File: src/rtl/burst_seq.sv
module burst_seq #(
  parameter int ADDR_W = 16
) (
  input  logic              clk,
  input  logic              rst_n,
  input  logic              mode_ilv,
  input  logic              load,
  input  logic              adv_n,
  input  logic [ADDR_W-1:0] addr_in,
  output logic [ADDR_W-1:0] addr_out
);

  localparam int LOW_W = 2;

  logic              mode_q;
  logic [ADDR_W-1:0] base_q;
  logic [LOW_W-1:0]  beat_q;
  logic [LOW_W-1:0]  low;

  always_ff @(posedge clk) begin
    if (!rst_n) begin
      mode_q <= mode_ilv;
      base_q <= '0;
      beat_q <= '0;
    end else if (load) begin
      base_q <= addr_in;
      beat_q <= '0;
    end else if (!adv_n) begin
      beat_q <= beat_q + 1'b1;
    end
  end

  assign low      = mode_q ? (base_q[LOW_W-1:0] ^ beat_q) : (base_q[LOW_W-1:0] + beat_q);
  assign addr_out = {base_q[ADDR_W-1:LOW_W], low};

  assert_load_capture_R2: assert property (@(posedge clk) disable iff (!rst_n)
    load |=> addr_out == $past(addr_in));

  assert_hold_idle_R5: assert property (@(posedge clk) disable iff (!rst_n)
    (!load && adv_n) |=> $stable(addr_out));

  assert_upper_kept_R7: assert property (@(posedge clk) disable iff (!rst_n)
    !load |=> addr_out[ADDR_W-1:LOW_W] == $past(addr_out[ADDR_W-1:LOW_W]));

  assert_linear_step_R4: assert property (@(posedge clk) disable iff (!rst_n)
    (!mode_q && !load && !adv_n) |=> addr_out[LOW_W-1:0] == LOW_W'($past(addr_out[LOW_W-1:0]) + 1'b1));

  assert_ilv_step_R3: assert property (@(posedge clk) disable iff (!rst_n)
    (mode_q && !load && !adv_n) |=>
      (addr_out[LOW_W-1:0] ^ base_q[LOW_W-1:0]) ==
      LOW_W'(($past(addr_out[LOW_W-1:0]) ^ $past(base_q[LOW_W-1:0])) + 1'b1));

  assert_mode_frozen_R9: assert property (@(posedge clk) disable iff (!rst_n)
    $rose(mode_ilv) |=> $stable(mode_q));

endmodule

File: config.mk
export PLATFORM = sky130hd
export DESIGN_NAME = burst_seq
export DESIGN_NICKNAME = d
export VERILOG_FILES = /design/src/rtl/burst_seq.sv
export SDC_FILE = /design/constraint.sdc
export NUM_CORES = 1
export LEC_CHECK = 0
export ABC_AREA = 0
export ABC_CLOCK_PERIOD_IN_PS = 800
export BUFFER_PORTS_ARGS = -buffer_cell sky130_fd_sc_hd__buf_2
export CORE_ASPECT_RATIO = 1.25
export CORE_MARGIN = 1
export CORE_UTILIZATION = 40
export DETAILED_ROUTE_END_ITERATION = 8
export PLACE_DENSITY = 0.81
export SYNTH_ARGS = -nofsm -noshare
export SYNTH_HDL_FRONTEND = slang
export SYNTH_SLANG_ARGS = --single-unit
File: constraint.sdc
create_clock -name clk -period 0.8 [get_ports clk]
set_input_delay 0.12 -clock clk [delete_from_list [all_inputs] [get_ports clk]]
set_output_delay 0.12 -clock clk [all_outputs]
set_load 0.01 [all_outputs]
After elaboration in Yosys (flattened, before gate mapping)
Index checks and enable logic that the tools add are counted. Widths: inputs -> output; s select.

Flip-flop bits (word level): 19. Input bits: 21. Output and inout port bits: 16. Word-level logic and storage cells: 9.

Add/sub/neg operators: 2. Mux-type cells: 1. Bitwise operators: 2. Reductions and logical operators: 1.

Operator list (count): $add 2x1->2 const B (1); $add 2x2->2 (1); $mux 2 (1); $reduce_or 2->1 (1); $xor 2x2->2 (1); $not 1->1 (1).

Logic depth before layout (Yosys ltp)
Gate-level depths: netlist of the first run.

Depth in word-level cells: 2. Depth in mapped cells: 4. Mapped depth without buffers: 3.

Worst setup path before layout of the first run
No wires, ideal clock.

Path type: register -> output. From: register base_q[0]. To: output port addr_out[1]. Arrival: 821 ps. Required time: 680 ps. Slack: -141 ps. Stages on the path, launching flop included: 4. Buffers on the path: 0. Cells stage by stage: dfxtp_1 > ha_1 > nor2b_1 > xnor2_1.

Cells in the longest elaborated chain, start to end: 2.

RTL lines: from (decl) (line 16) `logic [ADDR_W-1:0] base_q;`; from (signal assigned) (line 26) `base_q <= addr_in;`; $add 2x2->2 (line 33) `assign low = mode_q ? (base_q[LOW_W-1:0] ^ beat_q) : (base_q[LOW_W-1:0] + beat_q);`; $mux 2 (line 33); to (decl) (line 10) `output logic [ADDR_W-1:0] addr_out`.

No other way between the ends.

Final worst setup path of the first run
From: register beat_q[0]. To: output port addr_out[1].

Cells in the longest elaborated chain, start to end: 2.

RTL lines: from (decl) (line 17) `logic [LOW_W-1:0] beat_q;`; from (signal assigned) (line 29) `beat_q <= beat_q + 1'b1;`; $add 2x2->2 (line 33); $mux 2 (line 33).

No other way between the ends.

==> key figures, run 1 <==
Status
  • Outcome: finished with violations
  • Failing checks: negative setup slack

Power
  • Static Leak: 0.5740 nW
  • Part of the power in registers: 0.560
  • VDD IR max: 0.001243 V
  • Internal power: 1.437 mW
  • Comb power frac: 0.190
  • Power Density: 1622 mW/mm^2
  • Switching pwr: 0.4558 mW
  • Clk pwr share: 0.249
  • Net Sw Frac: 0.2408

Setup path
  • Worst R2R Setup Slack: -260 ps
  • Slowest CP cell: dfxtp_2
  • Critical Path RT: 680 ps
  • Top Family by Delay on Critical Path: flip-flops
  • Crit path capture: addr_out[1]
  • Startpoint types: flip-flop
  • Max incr delay on CP: 370 ps
  • Crit path depth: 4
  • Kind of critical path: reg -> out
  • Worst R2R End: beat_q[1]
  • Kind of end point of the critical path: output port
  • Critical path arrival: 1170 ps
  • Cells along the critical path: ha_4, nor2b_4, xnor2_2, buf_2
  • Worst R2R Start: beat_q[0]
  • CP bufs+invs: 1
  • Worst r2r path cells: 5
  • Crit path from: beat_q[0]
  • Crit path max fanout: 2

GRT
  • Global Route Usage Sum: 0.1414
  • Global route total overflow: 0
  • First-pass GRT wire length: 2318 um
  • Initial antenna violation count: 0
  • Number of global-route vias before repair: 562
  • Largest net degree at the start of global routing: 11

Timing
  • Final hold slack: 58.11 ps
  • Final setup violation count: 18
  • Clk_skew: 0.04938 ps
  • TNS Setup: -2047 ps
  • Final worst path period need: 1287 ps
  • RSZ-0062 raised after global routing: true
  • Max_slew headroom: 0.8777
  • Final WS setup: -487.1 ps
  • Final hold vios: 0
  • Worst slew pin tran: 182.5 ps
  • Slew Viols, Final: 0
  • Fin crit share: 1.609
  • Max Freq: 777.0 MHz

Final layout
  • Layout cell share with drive strength beyond 1: 0.6250
  • Area grow syn2layout: 39.88%
  • Fill count: 158
  • Total Nets Final: 135
  • Non-filler cells in the finished layout: 132
  • ANT cells: 0

Worst hold path
  • Hold Crit Start: addr_in[10]
  • Min-Delay Path Class: in -> reg

Die
  • Die Ht: 53.07 um
  • Die Wd: 42.86 um
  • IO Count: 37
  • Row count: 18
  • Core area: 0.001959 mm^2
  • Initial core utilization: 0.4259
  • DIE AREA: 0.002274 mm^2

Yosys
  • Syn avg cell area: 10.56 um^2
  • Post-synthesis sequential area ratio: 0.4678
  • Synth cell count leaders: 18 x dfxtp_1, 17 x nor2_1, 16 x mux2i_1
  • Syn Std Cell Area: 834.6 um^2
  • Post-Synth Simple-Gate Area: 0.1199
  • Yosys top cell by area: dfxtp_1
  • Synth Register Bits: 19
  • Synth cell types: 15
  • Syn nets: 101
  • Synth Area in Compound Gates: 0
  • Ys flop type: dfxtp_1
  • Synth top area share: 0.4318
  • Synth Area in Adders: 0.01499
  • Count leader, synth: dfxtp_1
  • Async set-or-reset flop fraction in the synthesized netlist: 0
  • Largest family of logic cells by synthesized area: multiplexers
  • Post-synthesis xor/xnor area fraction: 0.03148
  • Yosys warnings: 0
  • Post-synthesis cell count: 79
  • Largest cells by area after synthesis: dfxtp_1 43%, mux2i_1 19%, buf_4 13%, nor2_1 7.6%, edfxtp_1 3.6%
  • Multiplexer share of the synthesized area: 0.1919
  • Number of synthesized flops with an enable pin: 1

Clock network
  • Max Buffers Root-to-Sink: 2
  • Clock Latency Late Sink: 300 ps
  • Clock tree from TritonCTS: yes
  • H-tree depth: 1
  • CTS sink cnt: 19
  • Total CTS buffers: 3
  • Root buffer selected by CTS: clkbuf_4
  • Clk slew on worst S/H paths: 100 ps

Route
  • Router iterations before antenna repair: 4
  • Detail Route Antenna Nets: 0
  • Initial DRC count: 8
  • Avg WL per Cell: 11.30 um
  • Via density: 4.591
  • DR vias: 606
  • DRC violations left: 0
  • Drt total wl: 1491 um

Job
  • Max Cap Viol: 0

Placement
  • IO Port Bufs: 36
  • RePlAce Congestion: 0.6342
  • HPWL Detailed: 1160 um
  • Placed instance count: 125
==> metal layers <==
metal | vias up | wire length [um] | GRT usage
li1 | 305 | - | -
met1 | 275 | 604 | 0.1635
met2 | 22 | 767 | 0.2348
met3 | 4 | 90 | 0.02730
met4 | 0 | 28 | 0.09375
met5 | - | 0 | 0
==> through the flow <==
stage                     utilization  setup slack, ps  cell area [um^2]  power, mW
after CTS                      0.5900           -507.2              1156      1.915
after floorplan                     -           -83.64             852.1      1.276
after global placement         0.5006           -174.2             980.9      1.339
after detailed placement       0.5006           -206.4             980.9      1.353
after global routing           0.5958           -533.3              1167      1.999
final                          0.5958           -487.1              1167      1.893
==> how the worst min path moves through the flow <==
stage | to | slack, ps | cells past startpoint
global placement | mode_q | 300 | 1
finish | base_q[10] | 60 | 3
floorplan | mode_q | 220 | 0
global route | base_q[15] | 50 | 3
detailed placement | mode_q | 300 | 1
CTS | base_q[10] | 60 | 3
==> area by class of cell <==
type	count	area, um^2	area share
multi-input combinational	42	334.1	0.2862
clock buffer	4	26.28	0.02251
tap	20	25.02	0.02144
inverter	1	3.754	0.003215
sequential	19	410.4	0.3516
timing repair buffer	46	367.9	0.3151
==> power by group through the flow <==
stage,Combinational (mW),Sequential [mW],Clock [mW]
finish,0.360,1.06,0.472
global route,0.391,1.07,0.540
CTS,0.359,1.06,0.494
detailed placement,0.292,1.06,0
global placement,0.283,1.06,0
floorplan,0.222,1.05,0
==> cell families after synthesis <==
logic type | count (synthesis)
xor gates and xnor gates | 3
adders and majority gates | 1
buffers and inverters | 18
DFF | 19
muxes | 16
and+or+nand+nor | 22
==> registers in the layout (all words and copies together) (netlist names) <==
signal  cells
base_q     16
beat_q      2
mode_q      1
==> layout by cell type (no fill, tap or decap), types with 2 or more instances in the layout <==
cell      instances
buf_2            21
buf_4             7
mux2i_1          16
nor2_1           17
dfxtp_2          16
clkbuf_4          3
xnor2_2           2
dfxtp_1           2
buf_6            16
==> worst reg2reg max path: stages (launching register included) <==
cell     delay [ps]
dfxtp_2         350
buf_4           130
buf_6           100
and2b_1         170
xnor2_1         150
nor2_1           60
==> what timing repair did <==
action | in CTS | in global routing
resized for setup | 33 | 1
setup endpoints to repair | 18 | 18
endpoints found under the hold margin | 1 | 0
setup buffers | 1 | 1
pin swaps | 3 | 2
hold buffers | 1 | 0
No activity file was read; power rests on OpenSTA's default activity.
==> run 2: changes to the inputs <==
--- a/config.mk
+++ b/config.mk
@@ -8,7 +8,6 @@
 export ABC_AREA = 0
 export ABC_CLOCK_PERIOD_IN_PS = 800
 export BUFFER_PORTS_ARGS = -buffer_cell sky130_fd_sc_hd__buf_2
-export CORE_ASPECT_RATIO = 1.25
 export CORE_MARGIN = 1
 export CORE_UTILIZATION = 40
 export DETAILED_ROUTE_END_ITERATION = 8
==> run 2 against run 1 <==
The run still ends with negative setup slack left; clock power down 3%; die area about the same; utilization shrank 0.27 points; total power down 0.70%; sequential share of layout area is 0.11 points higher; non-clock buffer count shrank 1; register-to-register slack better by 80 ps; critical path depth unchanged; count of clock-buffer cells in the layout is the same; first-iteration DRC count down 50%; via count shrank 1.8%; critical path type unchanged; critical endpoint unchanged; largest power group unchanged.
==> key figures, run 2 (synthesized netlist as in run 1, its figures left out) <==
Route
  • Via density: 4.312 (was 4.591)
  • DRC violations left: 0 (unchanged)
  • Router iterations before antenna repair: 3 (was 4)
  • Avg WL per Cell: 11.28 um (was 11.30 um)
  • Drt total wl: 1557 um (was 1491 um)
  • Detail Route Antenna Nets: 0 (unchanged)
  • Initial DRC count: 4 (was 8)
  • DR vias: 595 (was 606)

Setup path
  • CP bufs+invs: 1 (unchanged)
  • Startpoint types: flip-flop (unchanged)
  • Crit path depth: 4 (unchanged)
  • Crit path from: base_q[0] (was beat_q[0])
  • Critical path arrival: 1150 ps (was 1170 ps)
  • Kind of end point of the critical path: output port (unchanged)
  • Worst R2R Setup Slack: -180 ps (was -260 ps)
  • Cells along the critical path: ha_4, nor2b_4, xnor2_2, buf_2 (unchanged)
  • Crit path max fanout: 2 (unchanged)
  • Worst R2R Start: beat_q[0] (unchanged)
  • Kind of critical path: reg -> out (unchanged)
  • Worst R2R End: beat_q[1] (unchanged)
  • Crit path capture: addr_out[1] (unchanged)
  • Worst r2r path cells: 4 (was 5)
  • Max incr delay on CP: 350 ps (was 370 ps)
  • Critical Path RT: 680 ps (about the same)
  • Top Family by Delay on Critical Path: flip-flops (unchanged)
  • Slowest CP cell: dfxtp_2 (unchanged)

Timing
  • Final hold slack: 30.13 ps (was 58.11 ps)
  • RSZ-0062 raised after global routing: true (unchanged)
  • Max Freq: 788.7 MHz (was 777.0 MHz)
  • Final WS setup: -467.9 ps (was -487.1 ps)
  • Worst slew pin tran: 245.3 ps (was 182.5 ps)
  • Final worst path period need: 1268 ps (was 1287 ps)
  • Max_slew headroom: 0.8353 (was 0.8777)
  • Final hold vios: 0 (unchanged)
  • Fin crit share: 1.585 (was 1.609)
  • Clk_skew: 0.4786 ps (was 0.04938 ps)
  • Slew Viols, Final: 0 (unchanged)
  • Final setup violation count: 18 (unchanged)

Clock network
  • Clock Latency Late Sink: 280 ps (was 300 ps)
  • H-tree depth: 1 (unchanged)
  • Clock tree from TritonCTS: yes (unchanged)
  • Clk slew on worst S/H paths: 100 ps (about the same)
  • Max Buffers Root-to-Sink: 2 (unchanged)
  • CTS sink cnt: 19 (unchanged)
  • Total CTS buffers: 3 (unchanged)
  • Hold_buf cts: 0 (was 1)
  • Root buffer selected by CTS: clkbuf_4 (unchanged)

Final layout
  • Commonest non-fill, non-tap cell in the layout: buf_2 (unchanged)
  • Non-filler cells in the finished layout: 138 (was 132)
  • Cell area after layout: 0.001164 mm^2 (was 0.001167 mm^2)
  • Fill count: 180 (was 158)
  • Max FFs per register: 16 (unchanged)
  • Total Nets Final: 134 (was 135)
  • Commonest non-fill, non-tap cells in the layout: 21 x buf_2, 17 x nor2_1, 16 x mux2i_1, 16 x dfxtp_2, 15 x buf_6 (was 21 x buf_2, 17 x nor2_1, 16 x mux2i_1, 16 x dfxtp_2, 16 x buf_6)
  • Largest reg by FF count: base_q (unchanged)
  • Area of the multi-input gates: 335.3 um^2 (was 334.1 um^2)
  • Register cell area after layout: 410.4 um^2 (unchanged)
  • Layout cell share with drive strength beyond 1: 0.6396 (was 0.6250)
  • ANT cells: 0 (unchanged)
  • Area grow syn2layout: 39.43% (was 39.88%)
  • Leading registers by flop count: base_q x16, beat_q x2, mode_q x1 (unchanged)

Placement
  • DP Area: 982.2 um^2 (was 980.9 um^2)
  • IO Port Bufs: 36 (unchanged)
  • HPWL Detailed: 1167 um (was 1160 um)
  • Placed instance count: 131 (was 125)
  • RePlAce Congestion: 0.6863 (was 0.6342)

Power
  • VDD IR max: 0.0007598 V (was 0.001243 V)
  • Static Leak: 0.5683 nW (was 0.5740 nW)
  • Power Density: 1615 mW/mm^2 (was 1622 mW/mm^2)

Die
  • Initial core utilization: 0.4254 (was 0.4259)
  • Core area: 0.001962 mm^2 (was 0.001959 mm^2)
  • Row count: 16 (was 18)
  • Die Wd: 47.68 um (was 42.86 um)
  • DIE AREA: 0.002273 mm^2 (was 0.002274 mm^2)
  • Die Ht: 47.68 um (was 53.07 um)
  • IO Count: 37 (unchanged)

GRT
  • Global Route Usage Sum: 0.1420 (was 0.1414)
  • Number of global-route vias before repair: 523 (was 562)
  • Initial antenna violation count: 0 (unchanged)
  • Largest net degree at the start of global routing: 13 (was 11)
  • Global route total overflow: 0 (unchanged)
  • First-pass GRT wire length: 2208 um (was 2318 um)

Status
  • Failing checks: negative setup slack (unchanged)
  • Outcome: finished with violations (unchanged)

Job
  • Max Cap Viol: 0 (unchanged)

Worst hold path
  • Min-Delay Path Class: in -> reg (unchanged)
run 2: worst register-to-register path, cell delays in order, from the launching register on:
cell	delay, ps
dfxtp_2	350
buf_4	130
and2b_2	220
xnor2_2	130
nor2_1	50
run 2: cell type report:
| type | instances | share of cell area |
|---|---|---|
| flip-flops and latches | 19 | 0.3527 |
| multi-input cells | 42 | 0.2882 |
| repair buffers | 45 | 0.3043 |
| well taps | 27 | 0.02903 |
| inverters | 1 | 0.003226 |
| clock buffers | 4 | 0.02258 |
run 2: what timing repair did:
action / CTS / global route
endpoints found under the setup margin: 18 / 18
setup buffers: 3 / 0
endpoints found under the hold margin: 0 / 0
gates resized for setup: 34 / 0
pin swaps: 3 / 1
run 2: per-stage QoR:
stage	total power, mW	setup slack (ps)	setup TNS [ps]	utilization
global route	1.979	-542.9	-2458	0.5931
floorplan	1.276	-83.64	-83.64	-
detailed placement	1.351	-186.6	-452.3	0.5006
finish	1.880	-467.9	-1747	0.5931
CTS	1.902	-481.3	-1889	0.5931
global placement	1.337	-176.1	-304.8	0.5006
run 2: worst min path at each step:
stage | startpoint | slack (ps) | depth (start not counted) | end
6_report | mode_ilv | 30 | 1 | mode_q
3_5_place_dp | mode_ilv | 320 | 1 | mode_q
3_3_place_gp | mode_ilv | 310 | 1 | mode_q
2_1_floorplan | mode_ilv | 220 | 0 | mode_q
4_1_cts | mode_ilv | 20 | 1 | mode_q
5_1_grt | mode_ilv | 10 | 1 | mode_q
run 2: per-layer routing:
metal  track usage  part of all wire
met1        0.1644              0.41
met5             0                 0
met2        0.2548              0.55
met3       0.02264             0.026
met4       0.06667             0.012
run 2: power breakdown:
group / internal [mW] / total [mW] / leakage (nW) / switching [mW]
clock: 0.193 / 0.460 / 0.0150 / 0.266
sequential: 1.02 / 1.06 / 0.164 / 0.0399
combinational: 0.221 / 0.361 / 0.389 / 0.140
total: 1.43 / 1.88 / 0.568 / 0.447
